**src/rtl/ocmp_pair_pkg.sv**
```systemverilog
package ocmp_pair_pkg;
  localparam int NCH    = 2;
  localparam int CTRL_W = 7;

  localparam logic [1:0] ADDR_CTRL = 2'd0;
  localparam logic [1:0] ADDR_BUF0 = 2'd1;
  localparam logic [1:0] ADDR_BUF1 = 2'd2;
  localparam logic [1:0] ADDR_STAT = 2'd3;

  typedef struct packed {
    logic [1:0] xsel;
    logic       coupled;
    logic [1:0] oen;
  } ctrl_t;

  localparam ctrl_t CTRL_RST = '{xsel: 2'b11, coupled: 1'b0, oen: 2'b00};
endpackage

```
**src/rtl/ocmp_chan.sv**
```systemverilog
module ocmp_chan #(
  parameter int W = 16
) (
  input  logic         clk_i,
  input  logic         rst_ni,
  input  logic         buf_wr_i,
  input  logic [W-1:0] wdata_i,
  input  logic         xsel_i,
  input  logic         zero_i,
  input  logic         clr_i,
  input  logic         cen_i,
  input  logic [W-1:0] cnt_i,
  output logic [W-1:0] buf_o,
  output logic         match_o
);
  logic [W-1:0] buf_q, act_q;
  logic         xfer;

  assign xfer    = xsel_i ? clr_i : zero_i;
  assign match_o = cen_i && (cnt_i == act_q);
  assign buf_o   = buf_q;

  always_ff @(posedge clk_i or negedge rst_ni) begin
    if (!rst_ni) begin
      buf_q <= '0;
      act_q <= '0;
    end else begin
      if (buf_wr_i) buf_q <= wdata_i;
      if (xfer)     act_q <= buf_q;
    end
  end

  p_xfer_load_r3: assert property (@(posedge clk_i) disable iff (!rst_ni)
    xfer |=> act_q == $past(buf_q));
  p_xfer_hold_r3: assert property (@(posedge clk_i) disable iff (!rst_ni)
    !xfer |=> $stable(act_q));
  p_buf_write_r10: assert property (@(posedge clk_i) disable iff (!rst_ni)
    buf_wr_i |=> buf_q == $past(wdata_i));
endmodule

```
**src/rtl/ocmp_out.sv**
```systemverilog
module ocmp_out
  import ocmp_pair_pkg::*;
(
  input  logic           clk_i,
  input  logic           rst_ni,
  input  logic [NCH-1:0] match_i,
  input  logic           coupled_i,
  input  logic           lvl_wr_i,
  input  logic [NCH-1:0] lvl_wdata_i,
  input  logic [NCH-1:0] oen_i,
  input  logic [NCH-1:0] gp_i,
  output logic [NCH-1:0] lvl_o,
  output logic [NCH-1:0] pin_o
);
  logic [NCH-1:0] lvl_q, tog;

  // second output follows either match when coupled; a double match flips it once
  assign tog[0] = match_i[0];
  assign tog[1] = coupled_i ? (match_i[0] | match_i[1]) : match_i[1];

  always_ff @(posedge clk_i or negedge rst_ni) begin
    if (!rst_ni)       lvl_q <= '0;
    else if (lvl_wr_i) lvl_q <= lvl_wdata_i;
    else               lvl_q <= lvl_q ^ tog;
  end

  for (genvar i = 0; i < NCH; i++) begin : g_pin
    assign pin_o[i] = oen_i[i] ? lvl_q[i] : gp_i[i];
  end

  assign lvl_o = lvl_q;

  p_tog0_r1: assert property (@(posedge clk_i) disable iff (!rst_ni)
    (!lvl_wr_i && match_i[0]) |=> lvl_q[0] != $past(lvl_q[0]));
  p_tog1_norm_r1: assert property (@(posedge clk_i) disable iff (!rst_ni)
    (!lvl_wr_i && !coupled_i && match_i[1]) |=> lvl_q[1] != $past(lvl_q[1]));
  p_tog1_norm_iso_r1: assert property (@(posedge clk_i) disable iff (!rst_ni)
    (!lvl_wr_i && !coupled_i && !match_i[1]) |=> lvl_q[1] == $past(lvl_q[1]));
  p_tog1_cpl_r2: assert property (@(posedge clk_i) disable iff (!rst_ni)
    (!lvl_wr_i && coupled_i && (match_i[0] || match_i[1])) |=> lvl_q[1] != $past(lvl_q[1]));
  p_sw_wins_r5: assert property (@(posedge clk_i) disable iff (!rst_ni)
    lvl_wr_i |=> lvl_q == $past(lvl_wdata_i));
  p_idle_r8: assert property (@(posedge clk_i) disable iff (!rst_ni)
    (!lvl_wr_i && match_i == '0) |=> $stable(lvl_q));
endmodule

```
**src/rtl/ocmp_regs.sv**
```systemverilog
module ocmp_regs
  import ocmp_pair_pkg::*;
#(
  parameter int DW = 16
) (
  input  logic                    clk_i,
  input  logic                    rst_ni,
  input  logic                    wr_en_i,
  input  logic [1:0]              addr_i,
  input  logic [CTRL_W-1:0]       ctl_wdata_i,
  input  logic [NCH-1:0]          lvl_i,
  input  logic [NCH-1:0]          match_i,
  input  logic [NCH-1:0][DW-1:0]  buf_i,
  output ctrl_t                   ctrl_o,
  output logic                    lvl_wr_o,
  output logic [NCH-1:0]          buf_wr_o,
  output logic [NCH-1:0]          cen_o,
  output logic [NCH-1:0]          irq_o,
  output logic [DW-1:0]           rdata_o
);
  ctrl_t          ctrl_q;
  logic [NCH-1:0] flag_q, ien_q, cen_q;
  logic           ctrl_wr, stat_wr;

  assign ctrl_wr     = wr_en_i && (addr_i == ADDR_CTRL);
  assign stat_wr     = wr_en_i && (addr_i == ADDR_STAT);
  assign lvl_wr_o    = ctrl_wr;
  assign buf_wr_o[0] = wr_en_i && (addr_i == ADDR_BUF0);
  assign buf_wr_o[1] = wr_en_i && (addr_i == ADDR_BUF1);

  always_ff @(posedge clk_i or negedge rst_ni) begin
    if (!rst_ni) begin
      ctrl_q <= CTRL_RST;
      flag_q <= '0;
      ien_q  <= '0;
      cen_q  <= '0;
    end else begin
      if (ctrl_wr) begin
        ctrl_q.oen     <= ctl_wdata_i[3:2];
        ctrl_q.coupled <= ctl_wdata_i[4];
        ctrl_q.xsel    <= ctl_wdata_i[6:5];
      end
      if (stat_wr) begin
        ien_q  <= ctl_wdata_i[3:2];
        cen_q  <= ctl_wdata_i[5:4];
        flag_q <= (flag_q & ctl_wdata_i[1:0]) | match_i;  // set beats clear
      end else begin
        flag_q <= flag_q | match_i;
      end
    end
  end

  assign ctrl_o = ctrl_q;
  assign cen_o  = cen_q;
  assign irq_o  = flag_q & ien_q;

  always_comb begin
    rdata_o = '0;
    case (addr_i)
      ADDR_CTRL: begin
        rdata_o[1:0] = lvl_i;
        rdata_o[3:2] = ctrl_q.oen;
        rdata_o[4]   = ctrl_q.coupled;
        rdata_o[6:5] = ctrl_q.xsel;
      end
      ADDR_BUF0: rdata_o = buf_i[0];
      ADDR_BUF1: rdata_o = buf_i[1];
      default: begin
        rdata_o[1:0] = flag_q;
        rdata_o[3:2] = ien_q;
        rdata_o[5:4] = cen_q;
      end
    endcase
  end

  for (genvar i = 0; i < NCH; i++) begin : g_chk
    p_flag_set_r9: assert property (@(posedge clk_i) disable iff (!rst_ni)
      match_i[i] |=> flag_q[i]);
    p_flag_sticky_r9: assert property (@(posedge clk_i) disable iff (!rst_ni)
      (flag_q[i] && !(stat_wr && !ctl_wdata_i[i])) |=> flag_q[i]);
    p_flag_quiet_r8: assert property (@(posedge clk_i) disable iff (!rst_ni)
      (!flag_q[i] && !match_i[i]) |=> !flag_q[i]);
    p_no_match_off_r8: assert property (@(posedge clk_i) disable iff (!rst_ni)
      !cen_q[i] |-> !match_i[i]);
  end
endmodule

```
**src/rtl/ocmp_pair.sv**
```systemverilog
module ocmp_pair
  import ocmp_pair_pkg::*;
#(
  parameter int CNT_W = 16
) (
  input  logic             clk_i,
  input  logic             rst_ni,
  input  logic             wr_en_i,
  input  logic [1:0]       addr_i,
  input  logic [CNT_W-1:0] wdata_i,
  output logic [CNT_W-1:0] rdata_o,
  input  logic [CNT_W-1:0] tmr_cnt_i,
  input  logic             tmr_zero_i,
  input  logic             tmr_clr_i,
  input  logic [1:0]       gp_i,
  output logic [1:0]       pin_o,
  output logic [1:0]       irq_o
);
  ctrl_t                   ctrl;
  logic                    lvl_wr;
  logic [NCH-1:0]          buf_wr, cen, match, lvl;
  logic [NCH-1:0][CNT_W-1:0] buf_val;

  ocmp_regs #(.DW(CNT_W)) u_regs (
    .clk_i       (clk_i),
    .rst_ni      (rst_ni),
    .wr_en_i     (wr_en_i),
    .addr_i      (addr_i),
    .ctl_wdata_i (wdata_i[CTRL_W-1:0]),
    .lvl_i       (lvl),
    .match_i     (match),
    .buf_i       (buf_val),
    .ctrl_o      (ctrl),
    .lvl_wr_o    (lvl_wr),
    .buf_wr_o    (buf_wr),
    .cen_o       (cen),
    .irq_o       (irq_o),
    .rdata_o     (rdata_o)
  );

  for (genvar i = 0; i < NCH; i++) begin : g_ch
    ocmp_chan #(.W(CNT_W)) u_chan (
      .clk_i    (clk_i),
      .rst_ni   (rst_ni),
      .buf_wr_i (buf_wr[i]),
      .wdata_i  (wdata_i),
      .xsel_i   (ctrl.xsel[i]),
      .zero_i   (tmr_zero_i),
      .clr_i    (tmr_clr_i),
      .cen_i    (cen[i]),
      .cnt_i    (tmr_cnt_i),
      .buf_o    (buf_val[i]),
      .match_o  (match[i])
    );
  end

  ocmp_out u_out (
    .clk_i       (clk_i),
    .rst_ni      (rst_ni),
    .match_i     (match),
    .coupled_i   (ctrl.coupled),
    .lvl_wr_i    (lvl_wr),
    .lvl_wdata_i (wdata_i[1:0]),
    .oen_i       (ctrl.oen),
    .gp_i        (gp_i),
    .lvl_o       (lvl),
    .pin_o       (pin_o)
  );
endmodule

```
**config.mk**
```make
export PLATFORM = sky130hd
export DESIGN_NAME = ocmp_pair
export DESIGN_NICKNAME = d
export VERILOG_FILES = /design/src/rtl/ocmp_pair_pkg.sv /design/src/rtl/ocmp_chan.sv /design/src/rtl/ocmp_out.sv /design/src/rtl/ocmp_regs.sv /design/src/rtl/ocmp_pair.sv
export SDC_FILE = /design/constraint.sdc
export NUM_CORES = 1
export LEC_CHECK = 0
export BUFFER_PORTS_ARGS = -buffer_cell sky130_fd_sc_hd__buf_2
export CAP_MARGIN = 20
export CORE_ASPECT_RATIO = 1.25
export CORE_MARGIN = 2
export CORE_UTILIZATION = 56
export DETAILED_ROUTE_END_ITERATION = 16
export PLACE_DENSITY = 0.8
export SLEW_MARGIN = 20
export SYNTH_ARGS = -nofsm -noshare
export SYNTH_HDL_FRONTEND = slang
export SYNTH_HIERARCHICAL = 1
export SYNTH_SLANG_ARGS = --single-unit
```
**constraint.sdc**
```tcl
create_clock -name clk_i -period 2.4 [get_ports clk_i]
set_input_delay 0.12 -clock clk_i [delete_from_list [all_inputs] [get_ports clk_i]]
set_output_delay 0.12 -clock clk_i [all_outputs]
set_load 0.005 [all_outputs]
```
==> tab_implementation.tex <==
\begin{tabular}{lr}
\hline
Metric & Value \\
\hline
\multicolumn{2}{l}{\textbf{Pwr}} \\
Max IR drop VDD & 0.000339 V \\
PnR Total Power & 3.61 mW \\
Leakage & 1.99 nW \\
PwrDens & 826 nW/um2 \\
\multicolumn{2}{l}{\textbf{Synthesis}} \\
Simple-Gate Fraction of Synth Area & 5.19\% \\
Cell types occupying the most area after synthesis & sky130\_fd\_sc\_hd\_\_dfrtp\_1 49\%, sky130\_fd\_sc\_hd\_\_mux2\_2 16\%, sky130\_fd\_sc\_hd\_\_mux2\_4 7.8\%, sky130\_fd\_sc\_hd\_\_xnor2\_1 5.7\%, sky130\_fd\_sc\_hd\_\_a222oi\_1 1.8\% \\
Combinational family with the most area after synthesis & multiplexers \\
Number of enable flip-flop cells after synthesis & 0 \\
Syn Std Cell Area & 3830 um2 \\
Sequential fraction of the synthesis area & 50.4\% \\
Synth async-reset ratio & 100\% \\
Xor and xnor fraction of the mapped netlist area & 7.54\% \\
Flops \& latches, synth & 77 \\
Most numerous cell types in the synthesized netlist & 75 x sky130\_fd\_sc\_hd\_\_dfrtp\_1, 53 x sky130\_fd\_sc\_hd\_\_mux2\_2, 25 x sky130\_fd\_sc\_hd\_\_xnor2\_1 \\
Mapped Avg Cell Area & 14.0 um2 \\
Synthesized-area fraction occupied by adder cells & 1.63\% \\
Nets in the synthesized netlist & 320 \\
Most frequent cell after synthesis & sky130\_fd\_sc\_hd\_\_dfrtp\_1 \\
Mux contribution to synthesized area & 26.7\% \\
Synthesized instance count & 274 \\
Distinct cell type count of the synthesized netlist & 32 \\
Warnings from Yosys & 6 \\
Dominant cell type by area after synthesis & sky130\_fd\_sc\_hd\_\_dfrtp\_1 \\
Most used flip-flop cell after synthesis & sky130\_fd\_sc\_hd\_\_dfrtp\_1 \\
Compound-Gate Fraction of Synth Area & 4.93\% \\
Area fraction of the dominant cell type after synthesis & 49.0\% \\
\multicolumn{2}{l}{\textbf{Floorplan}} \\
Row count & 33 \\
I/O pins & 61 \\
Chip height & 96.5 um \\
Initial core utilization & 58.0\% \\
Die footprint & 7520 um2 \\
DIE WIDTH & 78.0 um \\
Placeable core area & 6610 um2 \\
\multicolumn{2}{l}{\textbf{Timing}} \\
Final Slew Violations & 0 \\
Final setup violation count & 0 \\
Final hold violation count & 0 \\
Unrepaired setup endpoints after global routing & false \\
Relative max-transition margin & 66.1\% \\
Final clock skew & 0.00628 ns \\
Worst hold slack across all endpoints & 0.0184 ns \\
Total Neg Setup Slack & 0 ns \\
Final critical path time including I/O delays and setup & 1.99 ns \\
Maximum clock frequency & 0.502 GHz \\
Worst-margin pin slew & 0.504 ns \\
Portion of the clock cycle consumed by the worst path in the final layout & 82.9\% \\
\multicolumn{2}{l}{\textbf{Detailed routing}} \\
Wire length reported by the detailed router & 8020 um \\
DRT antenna net count & 0 \\
DR vias & 2436 \\
Vias per cell & 5.63 \\
Routed len/inst & 18.5 um \\
Iteration count of the initial detailed-routing pass & 4 \\
Residual DRC count & 0 \\
Violation count after the first detailed-routing iteration & 121 \\
\multicolumn{2}{l}{\textbf{Clock network}} \\
Clock sink total & 77 \\
Clock latency on the worst-skew pair & 0.34 ns \\
Number of buffers on the longest clock path & 2 \\
TritonCTS clock tree & built \\
Register clock-pin slew on the reported worst setup and hold paths & 0.08 ns \\
Level count of the clock H-tree & 3 \\
Clock buffer count from CTS & 9 \\
Root cell of the clock tree & sky130\_fd\_sc\_hd\_\_clkbuf\_8 \\
Post\_cts resized & 0 \\
\multicolumn{2}{l}{\textbf{Critical path}} \\
Worst flop-to-flop path endpoint & u\_out/lvl\_o[1] \\
Crit path DAT & 2.23 ns \\
Setup slack of the worst register-to-register path & 0.41 ns \\
Endpoint required time on the critical path & 2.64 ns \\
R2R Path Start & g\_ch[0].u\_chan/act\_q[14] \\
Path depth of the worst reg2reg path & 6 \\
Largest fanout on the critical path & 4 \\
Setup CP Type & register to register \\
Element type at the critical path end & register \\
Worst setup SP type & register \\
\multicolumn{2}{l}{\textbf{Finish}} \\
Post-route cell area & 4370 um2 \\
Layout filler cell count & 532 \\
Area of the multi-input gates & 1760 um2 \\
ANT cells & 0 \\
Share of layout cells above drive strength 1 & 46.5\% \\
Final Net Count & 387 \\
Syn-to-layout area delta & 14.0\% \\
Area used by sequential logic in the layout & 1930 um2 \\
\multicolumn{2}{l}{\textbf{Place}} \\
Gp weighted congestion & 0.789 \\
Cell area reported after detailed placement & 4210 um2 \\
Number of buffer cells added on primary ports & 60 \\
Half-perimeter wire length after detailed placement & 5690 um \\
\multicolumn{2}{l}{\textbf{GRT}} \\
Antenna violations before repair & 0 \\
Largest net degree at the start of global routing & 78 \\
Wire length of the first global-routing pass & 12900 um \\
Congestion Overflow GR & 0 \\
Number of global-route vias before repair & 2513 \\
Total global-route track usage & 23.3\% \\
\multicolumn{2}{l}{\textbf{Hold path}} \\
Hold path startpoint & wdata\_i[11] \\
End point of the most critical hold path & g\_ch[1].u\_chan/buf\_o[11] \\
Worst hold stages & 2 \\
Hold WC Path Type & input pin to register \\
\multicolumn{2}{l}{\textbf{Status}} \\
Result of the run & finished clean \\
\multicolumn{2}{l}{\textbf{Run}} \\
Reported max-cap violation count & 0 \\
\hline
\end{tabular}
## flip-flops by register name, indices dropped and copies added (netlist names)
signal,cells
g_ch.u_chan/buf_o,32
u_regs/cen_o,2
u_regs/ctrl_o,5
u_regs/flag_q,2
u_regs/ien_q,2
g_ch.u_chan/act_q,32
u_out/lvl_o,2
## report_power, final
part / switching, mW / internal, mW
Clock: 0.438 / 0.372
Sequential: 0.258 / 1.62
Combinational: 0.347 / 0.575
Total: 1.04 / 2.57
## stage by stage
stage | util, % | setup WS [ns] | instances
CTS | 66.1 | 0.404 | 433
global placement | 63.7 | 0.590 | 416
finish | 66.1 | 0.410 | 433
floorplan | - | 0.675 | 274
global route | 66.1 | 0.255 | 433
detailed placement | 63.7 | 0.440 | 416
## worst max-delay path, stage by stage, from the launching register on
cell	delay (ns)
sky130_fd_sc_hd__dfrtp_1	0.39
sky130_fd_sc_hd__xor2_1	0.17
sky130_fd_sc_hd__nor4_1	0.29
sky130_fd_sc_hd__nand4_1	0.16
sky130_fd_sc_hd__nor4_2	0.47
sky130_fd_sc_hd__a2111oi_2	0.15
sky130_fd_sc_hd__a221oi_1	0.26
## cells in the final DEF (no fill, tap or decap), drive strengths merged, types with 6 or more instances in the layout
| cell | n |
|---|---|
| dfrtp | 75 |
| mux2 | 75 |
| buf | 67 |
| xnor2 | 25 |
| clkbuf | 13 |
| inv | 10 |
| nor2b | 10 |
| a22oi | 9 |
| xor2 | 8 |
| mux2i | 8 |
| a222oi | 7 |
| nand4 | 6 |
## per-layer routing
metal,vias to the layer above,routed length (um),part of all wire [%],global-route usage (%)
met3,10,475,5.9,4.74
li1,1113,-,-,-
met5,-,0,0,0
met1,1226,3430,43,29.5
met4,0,121,1.5,10.1
met2,87,3990,50,39.2
## layout make-up
type | instances | share of cell area [%]
multi-input combinational | 175 | 40.4
sequential | 77 | 44.2
clock buffer | 13 | 3.18
tap | 87 | 2.49
timing repair buffer | 68 | 8.59
inverter | 10 | 0.859
clock inverter | 3 | 0.344
## worst max path at each step
stage | startpoint | to | slack [ns] | cells after the start
final | g_ch[0].u_chan/act_q[14] | u_out/lvl_o[1] | 0.41 | 6
after global routing | g_ch[0].u_chan/act_q[14] | u_out/lvl_o[1] | 0.25 | 6
after CTS | g_ch[0].u_chan/act_q[14] | u_out/lvl_o[1] | 0.40 | 6
after detailed placement | g_ch[0].u_chan/act_q[14] | u_out/lvl_o[1] | 0.44 | 6
after global placement | g_ch[0].u_chan/act_q[14] | u_out/lvl_o[1] | 0.59 | 6
after floorplan | g_ch[0].u_chan/act_q[14] | u_out/lvl_o[1] | 0.68 | 6
## cells by family (layout without fill, tap and decap cells)
logic type / Yosys count / count (layout)
simple gates: 32 / 32
fa+ha+maj: 5 / 5
flops: 77 / 77
buf+inv: 22 / 94
mux: 83 / 83
compound gates: 22 / 22
xor+xnor: 33 / 33
## repair_timing
action	4_1_cts	5_1_grt
hold buffers	1	0
endpoints found under the hold margin	75	0
setup buffers	0	0
Note: power is estimated with default switching activity, not from simulation.
